--- config.mk ---
export PLATFORM = sky130hd
export DESIGN_NAME = mod_mersenne_adder
export DESIGN_NICKNAME = d
export VERILOG_FILES = /design/src/rtl/mma_pkg.sv /design/src/rtl/mma_pg_pre.sv /design/src/rtl/mma_prefix_tree.sv /design/src/rtl/mma_excess_one.sv /design/src/rtl/mod_mersenne_adder.sv
export SDC_FILE = /design/constraint.sdc
export NUM_CORES = 1
export LEC_CHECK = 0
export BUFFER_PORTS_ARGS = -buffer_cell sky130_fd_sc_hd__buf_2
export CAP_MARGIN = 15
export CORE_MARGIN = 4
export CORE_UTILIZATION = 40
export CTS_CLUSTER_SIZE = 40
export DETAILED_ROUTE_END_ITERATION = 8
export PLACE_DENSITY = 0.7
export SYNTH_ARGS = -nofsm -noshare
export SYNTH_HDL_FRONTEND = slang
export SYNTH_SLANG_ARGS = --single-unit
--- constraint.sdc ---
create_clock -name clk -period 3.4 [get_ports clk]
set_input_delay 0.34 -clock clk [delete_from_list [all_inputs] [get_ports clk]]
set_output_delay 0.34 -clock clk [all_outputs]
set_load 0.1 [all_outputs]
--- src/rtl/mma_pkg.sv ---
package mma_pkg;

  typedef enum logic {
    TOPO_KS = 1'b0,
    TOPO_BK = 1'b1
  } topo_e;

  function automatic int tree_levels(input int width);
    return (width > 1) ? $clog2(width) : 1;
  endfunction

  function automatic int tree_stages(input int width, input topo_e topo);
    return (topo == TOPO_KS) ? tree_levels(width) : 2 * tree_levels(width) - 1;
  endfunction

endpackage

--- src/rtl/mma_pg_pre.sv ---
module mma_pg_pre #(
  parameter int N = 8
) (
  input  logic [N-1:0] a,
  input  logic [N-1:0] b,
  output logic [N-1:0] p,
  output logic [N-1:0] g
);

  assign p = a ^ b;
  assign g = a & b;

endmodule

--- src/rtl/mma_prefix_tree.sv ---
module mma_prefix_tree
  import mma_pkg::*;
#(
  parameter int    N    = 8,
  parameter topo_e TOPO = TOPO_KS
) (
  input  logic [N-1:0] p,
  input  logic [N-1:0] g,
  output logic [N-1:0] gpre,   // group generate over bits 0..i
  output logic         p_all   // group propagate over every bit
);

  localparam int L  = tree_levels(N);
  localparam int ST = tree_stages(N, TOPO);

  logic [ST:0][N-1:0] gs;
  logic [ST:0][N-1:0] ps;

  assign gs[0] = g;
  assign ps[0] = p;

  for (genvar s = 0; s < ST; s++) begin : g_stage
    localparam bit UP = (TOPO == TOPO_KS) || (s < L);
    localparam int K  = (TOPO == TOPO_KS) ? s : (UP ? s : 2 * L - 2 - s);
    localparam int D  = 1 << K;
    for (genvar i = 0; i < N; i++) begin : g_bit
      localparam bit ACT = (TOPO == TOPO_KS) ? (i >= D) :
                           (UP ? (((i + 1) % (2 * D)) == 0)
                               : ((((i + 1) % (2 * D)) == D) && (i >= 2 * D)));
      if (ACT) begin : g_cell
        assign gs[s+1][i] = gs[s][i] | (ps[s][i] & gs[s][i-D]);
        assign ps[s+1][i] = ps[s][i] & ps[s][i-D];
      end else begin : g_pass
        assign gs[s+1][i] = gs[s][i];
        assign ps[s+1][i] = ps[s][i];
      end
    end
  end

  assign gpre  = gs[ST];
  assign p_all = &ps[ST];

endmodule

--- src/rtl/mma_excess_one.sv ---
module mma_excess_one #(
  parameter int N = 8
) (
  input  logic [N-1:0] raw,
  input  logic         fix,
  output logic [N-1:0] res
);

  logic [N-1:0] flip;

  assign flip[0] = fix;
  for (genvar i = 1; i < N; i++) begin : g_chain
    assign flip[i] = flip[i-1] & raw[i-1];
  end

  assign res = raw ^ flip;

endmodule

--- src/rtl/mod_mersenne_adder.sv ---
module mod_mersenne_adder
  import mma_pkg::*;
#(
  parameter int    N       = 8,
  parameter topo_e TOPO    = TOPO_KS,
  parameter bit    OUT_REG = 1'b1
) (
  input  logic         clk,
  input  logic         rst,
  input  logic [N-1:0] a,
  input  logic [N-1:0] b,
  output logic [N-1:0] sum
);

  logic [N-1:0] p, g, gpre, raw, res;
  logic         p_all, fix;

  mma_pg_pre #(.N(N)) u_pre (
    .a (a),
    .b (b),
    .p (p),
    .g (g)
  );

  mma_prefix_tree #(.N(N), .TOPO(TOPO)) u_tree (
    .p     (p),
    .g     (g),
    .gpre  (gpre),
    .p_all (p_all)
  );

  assign raw[0] = p[0];
  for (genvar i = 1; i < N; i++) begin : g_sum
    assign raw[i] = p[i] ^ gpre[i-1];
  end

  // correct when carry out is set or the whole word propagates
  assign fix = gpre[N-1] | p_all;

  mma_excess_one #(.N(N)) u_inc (
    .raw (raw),
    .fix (fix),
    .res (res)
  );

  if (OUT_REG) begin : g_reg
    always_ff @(posedge clk) begin
      if (rst) sum <= '0;
      else     sum <= res;
    end
  end else begin : g_comb
    assign sum = res;
  end

endmodule

Word level (Yosys, flattened, before mapping) --
Index checks and enable logic that the tools add are counted.
Storage, ports and cells: bits of input ports 18, logic and storage cells 71, register bits after elaboration 8, output and inout bits 8
Cells by class: reduce and logical (&&, ||, !) cells 1, bitwise gates (word level) 69
Operators with widths (count):
- $and A1 B1 Y1 | 41
- $or A1 B1 Y1 | 18
- $xor A8 B8 Y8 | 2
- $and A8 B8 Y8 | 1
- $reduce_and A8 Y1 | 1
- $xor A1 B1 Y1 | 7

Depth between registers and ports, before layout --
depth after elaboration 16, mapped depth 17, depth with buffers taken out 17

Modules after synthesis --
A second synthesis with hierarchy kept.
Unflattened totals: cells, all modules 63, area, all modules 611.8 um^2
Modules (own cells, without submodules):
- mod_mersenne_adder | instances 1, sequential area each 160.2 um^2, area an instance 277.8 um^2, cells an instance 24
- mma_prefix_tree | instances 1, sequential area each 0.0 um^2, area an instance 137.6 um^2, cells an instance 23
- mma_pg_pre | instances 1, sequential area each 0.0 um^2, area an instance 100.1 um^2, cells an instance 8
- mma_excess_one | instances 1, sequential area each 0.0 um^2, area an instance 96.3 um^2, cells an instance 8

Least setup slack after synthesis --
Ideal clock, no wire load.
kind input-to-reg, start input a[2], end register sum[7], cell stages on the path 15, data arrival time 3.296 ns, data required time 3.330 ns, path slack 0.034 ns, setup time 0.070 ns, cells stage by stage ha_1 > nor2b_1 > o31a_1 > o22ai_1 > a21oi_1 > ha_1 > ha_1 > ha_1 > ha_1 > ha_1 > ha_1 > ha_1 > xnor2_1 > or4_1 > a21oi_1
Between the ends: cells in the longest elaborated chain, start to end 15
RTL lines:
- start, declared | RTL line mod_mersenne_adder.sv:10 | input logic [N-1:0] a,
- $and A8 B8 Y8 or $xor A8 B8 Y8 (tied branches) | RTL line mma_pg_pre.sv:11, mma_pg_pre.sv:10
- $and A1 B1 Y1 (on tied branches) | RTL line mma_prefix_tree.sv:31, mma_prefix_tree.sv:32
- $or A1 B1 Y1 or $and A1 B1 Y1 (tied branches) | RTL line mma_prefix_tree.sv:31 | assign gs[s+1][i] = gs[s][i] | (ps[s][i] & gs[s][i-D]);
- $or A1 B1 Y1 | RTL line mma_prefix_tree.sv:31
- $and A1 B1 Y1 | RTL line mma_prefix_tree.sv:31
- $or A1 B1 Y1 | RTL line mma_prefix_tree.sv:31
- $or A1 B1 Y1 | RTL line mod_mersenne_adder.sv:38 | assign fix = gpre[N-1] | p_all;
- $and A1 B1 Y1 (7 in series) | RTL line mma_excess_one.sv:13 | assign flip[i] = flip[i-1] & raw[i-1];
- $xor A8 B8 Y8 * | RTL line mma_excess_one.sv:16 | assign res = raw ^ flip;
- end signal, assigned | RTL line mod_mersenne_adder.sv:49 | else sum <= res;
- end, declared | RTL line mod_mersenne_adder.sv:12 | output logic [N-1:0] sum
Mark *: on every way between the ends. The rest lies on a longest branch, timed or not. A chain may end at the register's enable or synchronous reset.

Final worst setup path --
start input a[0], end register sum[7]
Between the ends: cells in the longest elaborated chain, start to end 16
RTL lines:
- $and A8 B8 Y8 | RTL line mma_pg_pre.sv:11 | assign g = a & b;
- $and A1 B1 Y1 | RTL line mma_prefix_tree.sv:31
- $or A1 B1 Y1 | RTL line mma_prefix_tree.sv:31
- $and A1 B1 Y1 | RTL line mma_prefix_tree.sv:31
- $or A1 B1 Y1 | RTL line mma_prefix_tree.sv:31
- $and A1 B1 Y1 | RTL line mma_prefix_tree.sv:31
- $or A1 B1 Y1 | RTL line mma_prefix_tree.sv:31
- $or A1 B1 Y1 | RTL line mod_mersenne_adder.sv:38
- $and A1 B1 Y1 (7 in series) | RTL line mma_excess_one.sv:13
- $xor A8 B8 Y8 * | RTL line mma_excess_one.sv:16
Marks and branches as above.

==> run summary <==
## Run status
* completed — outcome

## Floorplanning
* 26 — I/O pin count
* 2370 µm² — die outline area
* 14 — number of rows in the core area
* 1541 µm² — placeable core area
* 42.94% — initial core utilization
* 48.68 µm — die width
* 48.68 µm — floorplan die height

## Logic synthesis
* ha_1 — library cell with the largest summed area after synthesis
* ha_1, dfxtp_1, nor2b_1 — top cells by count, synth
* 72 — synthesized netlist cell count
* 8 — #FFs+latches synth
* 0% — proportion of synthesized flip-flops having asynchronous set or reset
* 28.36% — fraction of synthesized cell area taken by the top area cell type
* 106 — Net Count, Synth
* 24.20% — portion of the post-synthesis area used by sequential elements
* ha_1 — most frequent cell after synthesis
* 9.193 µm² — post-synthesis area per instance
* 0 — Synth warnings
* ha_1, dfxtp_1, nor2b_1 — cell types occupying the most area after synthesis
* dfxtp_1 — leading register cell type out of synthesis
* 28 — distinct cell type count after synthesis
* 661.9 µm² — cell area after synthesis
* 0 — number of synthesized flops with an enable pin

## STA
* 0.4856 ns — Tightest Pin Transition
* 0 — final count of pins violating max slew
* 3.234 ns — final critical-path required period
* no — unrepaired setup endpoints after global routing
* 95.12% — share of the cycle needed by the critical path after routing
* 67.85% — worst rel slew slack
* 0.3592 ns — final worst hold slack
* 0 — Final setup viols
* 0 — final number of hold-violating endpoints
* 0.3092 GHz — highest clock rate

## Drt
* 1419 µm — total wirelength of the detailed-routed design
* 5.359 — number of vias per cell
* 0 — post-detailed-route count of antenna-violating nets
* 11.09 µm — post-detailed-route wirelength per cell
* 4 — detailed-router iteration count before antenna repair
* 0 — DR DRC count
* 5 — number of violations reported at the end of detailed-routing iteration 0
* 686 — count of vias placed by the detailed router

## Worst setup path
* 3.41 ns — Critical Path AT
* flop — kind of capture point of the worst setup path
* a[0] — launch point of the worst path
* 3.58 ns — Crit path required time
* 2 — CP Max Fanout
* input port — Critical Path Source Type
* in -> reg — start-to-end type of the worst setup path

## Clocking
* 2 — Bufs on Longest Clock Path
* 8 — number of sinks driven by the clock tree
* 1 — total number of H-tree levels
* built — clock tree from TritonCTS
* 3 — number of buffers added by the clock tree synthesis step
* 0.05 ns — post-CTS clock slew at the launch and capture registers of the worst setup and hold paths
* clkbuf_4 — cell chosen for the clock root
* 0 — number of hold buffers added after cts

## Place
* 0.7519 — routability congestion estimate
* 123 — placed instance count
* 25 — number of port buffers
* 1206 µm — Post-DP HPWL

## Final layout
* sum x8 — biggest regs
* 8 — number of flip-flops under the largest register name
* 148 — Total Nets Final
* 128 — Non-Filler Instances
* 52.68% — fraction of final layout cells sized beyond drive strength 1
* 47.64% — signed area change from the synthesized netlist to the final layout
* 0 — antenna diode count
* 139 — number of fillers in the final layout
* sum — top register by number of flip-flops

## Power
* 0.0004166 W — overall power after layout
* 426.3 nW/µm² — Power per Cell Area
* 319.9 µV — Max IR drop VDD
* 0.4810 nW — Static Leak

## Worst hold path
* in -> reg — type of the worst min-delay path
* 2 — worst hold path cell count
* rst — worst hold path startpoint

## GRT
* 9 — maximum number of pins on one net before global-route repair
* 0 — initial antenna violation count
* 0 — Remaining Overflow, GRT
* 690 — number of global-route vias before repair
* 13.34% — GRT Resource Usage Total
* 2656 µm — wire length of the first global-routing pass

## Flow run
* 0 — number of violations of the max-capacitance limit

-- kinds of logic after synthesis --
logic type	count (synthesis)	synth area share, %
buffers and inverters	6	3.402
AOI/OAI and AO/OA	17	17.58
DFF	8	24.20
adders and majority gates	16	31.38
xor gates and xnor gates	4	5.294
and+or+nand+nor	21	18.15
-- layout by cell type (no fill, tap or decap), types with 2 or more instances in the layout --
cell	Yosys	layout
buf_2	0	25
buf_4	0	12
ha_1	15	8
dfxtp_1	8	8
nor2b_1	8	7
ha_2	0	6
inv_1	6	5
o21ai_0	4	4
a21oi_2	1	3
nor2_1	3	3
clkbuf_4	0	3
xnor2_1	3	2
nand3_1	2	2
a21oi_1	4	2
-- power by group --
part	internal, W	leakage (nW)	total [W]	switching (W)
Clock	0.0000401	0.0138	0.0000686	0.0000284
Sequential	0.000108	0.0667	0.000110	0.00000263
Combinational	0.0000772	0.401	0.000238	0.000161
-- final cells by class --
type	instances	area [µm²]	area share [%]
inverters	6	22.52	2.305
well taps	16	20.02	2.049
clock buffers	3	22.52	2.305
multi-input cells	58	536.8	54.93
flip-flops and latches	8	160.2	16.39
repair buffers	37	215.2	22.02
-- metrics by stage --
stage / utilization [%] / worst slack (ns) / cell area, µm² / TNS (ns)
3_3_place_gp: 57.22 / -0.1667 / 882.1 / -0.1667
2_1_floorplan: - / 0.03393 / 661.9 / 0
5_1_grt: 63.39 / 0.02054 / 977.2 / 0
4_1_cts: 59.25 / 0.01344 / 913.4 / 0
6_report: 63.39 / 0.1660 / 977.2 / 0
3_5_place_dp: 57.22 / -0.3206 / 882.1 / -0.3206
-- metal layers --
metal / track usage [%] / vias to the layer above / wire, µm / part of all wire (%)
met4: 4.484 / 0 / 14 / 0.99
met3: 3.988 / 2 / 74 / 5.2
met5: 0 / - / 0 / 0
met2: 23.70 / 19 / 772 / 54
li1: - / 342 / - / -
met1: 14.87 / 323 / 558 / 39
-- worst max-delay path, stage by stage --
cell and delay (ns):
buf_2 0.10, ha_2 0.18, inv_2 0.06, fa_2 0.21
nor2b_2 0.05, o31a_1 0.30, o22ai_2 0.16, a21oi_2 0.09
ha_2 0.18, ha_1 0.19, ha_2 0.18, ha_2 0.17
ha_2 0.18, ha_2 0.19, ha_4 0.16, xnor2_2 0.13
or4_4 0.42, a21oi_2 0.13
-- path summary, 6_finish.rpt --
kind / end
hold / removal: sum[7]
setup / recovery: sum[7]
-- what timing repair did --
action,in CTS,in global routing
setup buffers,0,2
endpoints found under the hold margin,0,0
pin swaps,1,6
resized for setup,2,14
endpoints found under the setup margin,1,1
Power figures use the tool's default switching activity.
